===== src/rtl/fwd_pkg.sv =====
// Shared encodings for the operand forwarding unit.
// Assumes 32-bit instruction words with fields numbered big-endian (bit 0 = MSB).
package fwd_pkg;
    localparam int IR_W   = 32;
    localparam int RA_W   = 5;
    localparam int OPC_W  = 6;
    // little-endian MSB of each field, derived from its big-endian start bit
    localparam int OPC_MSB = IR_W - 1 - 0;
    localparam int SRC1_MSB = IR_W - 1 - 6;
    localparam int SRC2_MSB = IR_W - 1 - 11;
    localparam int DRR_MSB  = IR_W - 1 - 16;

    localparam logic [OPC_W-1:0] OPC_RR    = 6'h00;
    localparam logic [OPC_W-1:0] OPC_LOAD  = 6'h23;
    localparam logic [OPC_W-1:0] OPC_STORE = 6'h2B;
    localparam logic [OPC_W-1:0] OPC_BEQ   = 6'h04;
    localparam logic [OPC_W-1:0] OPC_BNE   = 6'h05;
    localparam logic [2:0]       OPC_IMM_HI = 3'b001; // 0x08..0x0F

    typedef enum logic [2:0] {
        CLS_NONE, CLS_RR, CLS_IMM, CLS_LOAD, CLS_STORE, CLS_BRANCH
    } icls_e;

    typedef enum logic [1:0] {
        SEL_RF      = 2'b00,
        SEL_EXM_ALU = 2'b01,
        SEL_WB_ALU  = 2'b10,
        SEL_WB_LOAD = 2'b11
    } fwd_sel_e;
endpackage


===== src/rtl/fwd_idecode.sv =====
// Instruction field decoder for forwarding.
// Classifies one instruction word, extracts its source fields, and reports
// whether and through which field it writes a register. Purely combinational.
module fwd_idecode
    import fwd_pkg::*;
(
    input  logic [IR_W-1:0] ir,
    output logic [RA_W-1:0] src1,
    output logic [RA_W-1:0] src2,
    output logic [RA_W-1:0] dest,
    output logic            wr_alu,
    output logic            wr_load,
    output logic            uses_src1,
    output logic            uses_src2
);
    icls_e                 cls;
    logic [OPC_W-1:0]      opc;

    assign opc  = ir[OPC_MSB -: OPC_W];
    assign src1 = ir[SRC1_MSB -: RA_W];
    assign src2 = ir[SRC2_MSB -: RA_W];

    // Map opcode to instruction class
    always_comb begin
        if (opc == OPC_RR)                       cls = CLS_RR;
        else if (opc[5:3] == OPC_IMM_HI)         cls = CLS_IMM;
        else if (opc == OPC_LOAD)                cls = CLS_LOAD;
        else if (opc == OPC_STORE)               cls = CLS_STORE;
        else if (opc == OPC_BEQ || opc == OPC_BNE) cls = CLS_BRANCH;
        else                                     cls = CLS_NONE;
    end

    // Pick the destination field and write kind for this class
    always_comb begin
        dest    = '0;
        wr_alu  = 1'b0;
        wr_load = 1'b0;
        unique case (cls)
            CLS_RR:   begin dest = ir[DRR_MSB -: RA_W];  wr_alu  = 1'b1; end
            CLS_IMM:  begin dest = ir[SRC2_MSB -: RA_W]; wr_alu  = 1'b1; end
            CLS_LOAD: begin dest = ir[SRC2_MSB -: RA_W]; wr_load = 1'b1; end
            default:  ;
        endcase
    end

    assign uses_src1 = (cls != CLS_NONE);
    assign uses_src2 = (cls == CLS_RR);
endmodule


===== src/rtl/fwd_srcsel.sv =====
// Per-operand bypass selector.
// Compares one consumer source field against both producers and returns the
// select, giving the younger EX/MEM producer priority. Register 0 never matches.
module fwd_srcsel
    import fwd_pkg::*;
(
    input  logic [RA_W-1:0] src,
    input  logic            src_used,
    input  logic [RA_W-1:0] exm_dest,
    input  logic            exm_wr_alu,
    input  logic [RA_W-1:0] wb_dest,
    input  logic            wb_wr_alu,
    input  logic            wb_wr_load,
    output fwd_sel_e        sel
);
    logic exm_hit, wb_hit;

    assign exm_hit = src_used && exm_wr_alu && (exm_dest != '0) && (exm_dest == src);
    assign wb_hit  = src_used && (wb_wr_alu || wb_wr_load) && (wb_dest != '0) && (wb_dest == src);

    // Resolve priority between the two producers
    always_comb begin
        if (exm_hit)                 sel = SEL_EXM_ALU;
        else if (wb_hit && wb_wr_load) sel = SEL_WB_LOAD;
        else if (wb_hit)             sel = SEL_WB_ALU;
        else                         sel = SEL_RF;
    end
endmodule


===== src/rtl/fwd_opmux.sv =====
// Four-way operand multiplexer driven by a forwarding select.
module fwd_opmux
    import fwd_pkg::*;
#(
    parameter int DATA_W = 32
) (
    input  fwd_sel_e          sel,
    input  logic [DATA_W-1:0] rf_val,
    input  logic [DATA_W-1:0] exm_alu,
    input  logic [DATA_W-1:0] wb_alu,
    input  logic [DATA_W-1:0] wb_load,
    output logic [DATA_W-1:0] opnd
);
    // Route the chosen source to the ALU input
    always_comb begin
        unique case (sel)
            SEL_EXM_ALU: opnd = exm_alu;
            SEL_WB_ALU:  opnd = wb_alu;
            SEL_WB_LOAD: opnd = wb_load;
            default:     opnd = rf_val;
        endcase
    end
endmodule


===== src/rtl/fwd_unit_top.sv =====
// ALU operand forwarding unit (execute stage).
// Decodes the consumer and the two older producers, selects a source per
// operand and drives the multiplexed operands. Combinational: no clock or reset
// is needed since the pipeline registers live outside this block.
module fwd_unit_top
    import fwd_pkg::*;
#(
    parameter int DATA_W = 32
) (
    input  logic [IR_W-1:0]   id_ex_ir,
    input  logic [IR_W-1:0]   ex_mem_ir,
    input  logic [IR_W-1:0]   mem_wb_ir,
    input  logic [DATA_W-1:0] rf_a,
    input  logic [DATA_W-1:0] rf_b,
    input  logic [DATA_W-1:0] ex_mem_alu,
    input  logic [DATA_W-1:0] mem_wb_alu,
    input  logic [DATA_W-1:0] mem_wb_load,
    output logic [1:0]        sel_a,
    output logic [1:0]        sel_b,
    output logic [DATA_W-1:0] opnd_a,
    output logic [DATA_W-1:0] opnd_b
);
    localparam int N_OPND = 2;

    logic [RA_W-1:0] c_src1, c_src2, c_dest;
    logic            c_wr_alu, c_wr_load, c_use1, c_use2;
    logic [RA_W-1:0] e_src1, e_src2, e_dest;
    logic            e_wr_alu, e_wr_load, e_use1, e_use2;
    logic [RA_W-1:0] w_src1, w_src2, w_dest;
    logic            w_wr_alu, w_wr_load, w_use1, w_use2;

    fwd_idecode u_dec_c (.ir(id_ex_ir), .src1(c_src1), .src2(c_src2), .dest(c_dest),
                         .wr_alu(c_wr_alu), .wr_load(c_wr_load), .uses_src1(c_use1), .uses_src2(c_use2));
    fwd_idecode u_dec_e (.ir(ex_mem_ir), .src1(e_src1), .src2(e_src2), .dest(e_dest),
                         .wr_alu(e_wr_alu), .wr_load(e_wr_load), .uses_src1(e_use1), .uses_src2(e_use2));
    fwd_idecode u_dec_w (.ir(mem_wb_ir), .src1(w_src1), .src2(w_src2), .dest(w_dest),
                         .wr_alu(w_wr_alu), .wr_load(w_wr_load), .uses_src1(w_use1), .uses_src2(w_use2));

    logic [RA_W-1:0]   src_v  [N_OPND];
    logic              used_v [N_OPND];
    logic [DATA_W-1:0] rf_v   [N_OPND];
    fwd_sel_e          sel_v  [N_OPND];
    logic [DATA_W-1:0] opnd_v [N_OPND];

    assign src_v[0]  = c_src1;
    assign used_v[0] = c_use1;
    assign rf_v[0]   = rf_a;
    assign src_v[1]  = c_src2;
    assign used_v[1] = c_use2;
    assign rf_v[1]   = rf_b;

    for (genvar g = 0; g < N_OPND; g++) begin : g_opnd
        fwd_srcsel u_sel (
            .src(src_v[g]), .src_used(used_v[g]),
            .exm_dest(e_dest), .exm_wr_alu(e_wr_alu),
            .wb_dest(w_dest), .wb_wr_alu(w_wr_alu), .wb_wr_load(w_wr_load),
            .sel(sel_v[g])
        );
        fwd_opmux #(.DATA_W(DATA_W)) u_mux (
            .sel(sel_v[g]), .rf_val(rf_v[g]), .exm_alu(ex_mem_alu),
            .wb_alu(mem_wb_alu), .wb_load(mem_wb_load), .opnd(opnd_v[g])
        );
    end

    assign sel_a  = sel_v[0];
    assign sel_b  = sel_v[1];
    assign opnd_a = opnd_v[0];
    assign opnd_b = opnd_v[1];

    // Cross-check selects against decoded producers and port data
    always_comb begin

        exm_match_chk: assert (sel_a != 2'b01 || (e_dest == id_ex_ir[25:21] && e_dest != '0))
            else $error("operand A took EX/MEM without a matching destination");

        exm_no_load_chk: assert ((sel_a != 2'b01 && sel_b != 2'b01) || ex_mem_ir[31:26] != OPC_LOAD)
            else $error("EX/MEM load was forwarded");

        wb_load_src_chk: assert ((sel_a != 2'b11 && sel_b != 2'b11) || mem_wb_ir[31:26] == OPC_LOAD)
            else $error("load-data select without a load in MEM/WB");

        b_rr_only_chk: assert (sel_b == 2'b00 || id_ex_ir[31:26] == OPC_RR)
            else $error("operand B forwarded for a non register-register consumer");

        a_rf_route_chk: assert (sel_a != 2'b00 || opnd_a == rf_a)
            else $error("operand A not routed from register file");

        b_rf_route_chk: assert (sel_b != 2'b00 || opnd_b == rf_b)
            else $error("operand B not routed from register file");
    end
endmodule


===== config.mk =====
export PLATFORM = sky130hd
export DESIGN_NAME = fwd_unit_top
export DESIGN_NICKNAME = d
export VERILOG_FILES = /design/src/rtl/fwd_pkg.sv /design/src/rtl/fwd_idecode.sv /design/src/rtl/fwd_srcsel.sv /design/src/rtl/fwd_opmux.sv /design/src/rtl/fwd_unit_top.sv
export SDC_FILE = /design/constraint.sdc
export NUM_CORES = 1
export LEC_CHECK = 0
export ABC_AREA = 1
export BUFFER_PORTS_ARGS = -buffer_cell sky130_fd_sc_hd__buf_2
export CAP_MARGIN = 5
export CORE_AREA = 2 2 124 126
export DETAILED_ROUTE_END_ITERATION = 16
export DIE_AREA = 0 0 126 128
export PLACE_DENSITY = 0.62
export SYNTH_ARGS = -nofsm -noshare
export SYNTH_HDL_FRONTEND = slang
export SYNTH_SLANG_ARGS = --single-unit
export TNS_END_PERCENT = 30

===== constraint.sdc =====
create_clock -name vclk -period 2
set_input_delay 0 -clock vclk [all_inputs]
set_output_delay 0 -clock vclk [all_outputs]
set_load 0.02 [all_outputs]

==> results_dict.tcl <==
set metrics [dict create \
    io_pins 324 \
    place_hpwl_um 13430 \
    rows 45 \
    dr.pass1.iters 5 \
    initial_core_util_pct 24.50 \
    ys_top_cells_by_area "nand3_1 18%, nand4_1 18%, nand2_1 16%, inv_1 11%, o21ai_0 6.6%" \
    place_congestion 0.9277 \
    first_iter_violations 447 \
    die_x_um 126 \
    place_ws_ns -0.1461 \
    io_buffers 276 \
    grt_pass1_vias 5498 \
    min_period_ns 2.124 \
    end_kind "output port" \
    critical_path_arrival_ns 2.12 \
    synthDominantAreaCellType "nand3_1" \
    setup_ws_ns -0.1244 \
    synth_nets 1006 \
    total_power_mw 0.8000 \
    wirelength_um 19770 \
    synth_top_area_share_pct 17.73 \
    period_share_pct 106.2 \
    max-cap-violations 0 \
    drive_gt1_share_pct 44.90 \
    synthTopCellsByCount "160 x nand2_1, 129 x nand3_1, 103 x inv_1, 102 x nand4_1, 48 x o21ai_0" \
    grt.busiest_layer "met2" \
    drc 0 \
    holdBufCountCts 0 \
    finalSetupViolCount 48 \
    power_density_nw_per_um2 120.5 \
    seq_cell_count 0 \
    grt_pass1_wl_um 26400 \
    core-area_um2 14860 \
    status "finished, violations left" \
    syn_area_um2 3642 \
    start_kind "input port" \
    relSlewSlack_pct 54.95 \
    ff_latch_area_um2 0 \
    fmax_ghz 0.4707 \
    peakVddDrop_mv 0.07887 \
    postSynthAreaPerCell_um2 4.856 \
    clock_buffers 0 \
    grt.total_usage_pct 19.39 \
    overflow 0 \
    synth_cells 750 \
    ys.warnings.count 0 \
    vias 6320 \
    drt-wirelength-per-cell_um 16.08 \
    use_met3_pct 1.962 \
    yosysSeqAreaShare_pct 0 \
    violations "setup timing" \
    die_area_um2 16130 \
    hold_class "input port to output port" \
    routed_via_density 5.142 \
    holdWs_ns 0.3592 \
    antenna_found_initial 2 \
    die_h_um 128 \
    required_ns 2.00 \
    rsz0062_at_grt "yes" \
    slew_violations 0 \
    ant_nets 0 \
    grt_max_degree 66 \
    nNetsFinal 1298 \
    worstSetupPathType "input port to output port" \
    worstPathMaxFanout 18 \
    areaGrowthSynthToFinish_pct 82.31 \
    fillerInstances 1633 \
    grt_util_met2_pct 37.07 \
    hold_violations 0 \
    synthDistinctLibCells 24 \
    tightest_slew_ns 0.6757 \
    synth_most_common_cell "nand2_1" \
    grt_use_met1_pct 24.01 \
    p_leak_nw 3.471 \
]
-- cell usage in the layout (no fill, tap or decap) --
cell type / n
buf_6: 29
o21ai_2: 8
o21ai_4: 1
nand3b_1: 1
nor2_1: 20
nand2_4: 12
buf_16: 1
buf_2: 234
nor3_1: 1
o21ai_1: 25
or2_2: 8
inv_1: 95
o21ai_0: 31
buf_4: 50
clkinv_1: 3
or2_1: 37
inv_2: 11
nor2_2: 12
nand4_1: 102
buf_12: 16
clkbuf_16: 13
nand2_2: 31
buf_8: 3
or2_4: 1
nand3_1: 112
nand3_4: 2
nand2_8: 6
or2_0: 19
nand3_2: 16
nand2_1: 127
a21oi_2: 1
diode_2: 1
nor2_4: 12
-- critical path: stages --
cell,delay [ns]
buf_8,0.10
nor2_4,0.19
nand4_1,0.25
buf_4,0.21
nand3_2,0.05
nand2_2,0.06
nor2_2,0.10
nand2_1,0.08
nor2_4,0.26
buf_6,0.15
buf_12,0.14
nand4_1,0.11
nand3_1,0.12
nand2_1,0.10
inv_1,0.06
buf_4,0.13
-- worst paths after layout --
check	endpoint	depth (start not counted)	slack, ns	startpoint
worst max-delay path	opnd_a[30]	16	-0.12	mem_wb_ir[30]
worst min-delay path	opnd_a[7]	5	0.36	rf_a[7]
-- metrics by stage --
step,setup TNS [ns],std cells,area [µm²],utilization [%]
after floorplan,0,750,3642,-
after global placement,-2.707,1193,5410,36.40
after detailed placement,-3.521,1193,5410,36.40
after CTS,-0.07095,1199,5598,37.66
after global routing,-12.20,1228,6638,44.65
final,-2.433,1229,6640,44.67
-- per-layer routing --
| layer | wire [µm] | vias to the layer above |
|---|---|---|
| li1 | - | 3088 |
| met5 | 13 | - |
| met1 | 7754 | 2869 |
| met3 | 1584 | 26 |
| met2 | 10140 | 335 |
| met4 | 274 | 2 |
-- what timing repair did --
action / CTS / global route
cloned: 1 / 14
endpoints found under the hold margin: 0 / 0
pin swaps: 15 / 62
gates resized for setup: 36 / 182
endpoints found under the setup margin: 64 / 64
buffers inserted: 5 / 16
-- kinds of logic after synthesis --
family / count (synthesis) / synth area share [%]
simple gates: 519 / 71.97
buf+inv: 165 / 18.96
compound gates: 66 / 9.069
-- layout make-up --
type	instances	area (µm²)	area share, %
Tap cell	188	235.2	3.542
Antenna cell	1	2.502	0.03769
Multi-Input combinational cell	585	3402	51.23
Inverter	109	409.1	6.162
Timing Repair Buffer	346	2591	39.02
-- power by group --
group | switching, mW | internal, mW
Sequential | 0 | 0
Combinational | 0.428 | 0.372
Clock | 0 | 0.0000000669
Total | 0.428 | 0.372
Power figures use the tool's default switching activity.
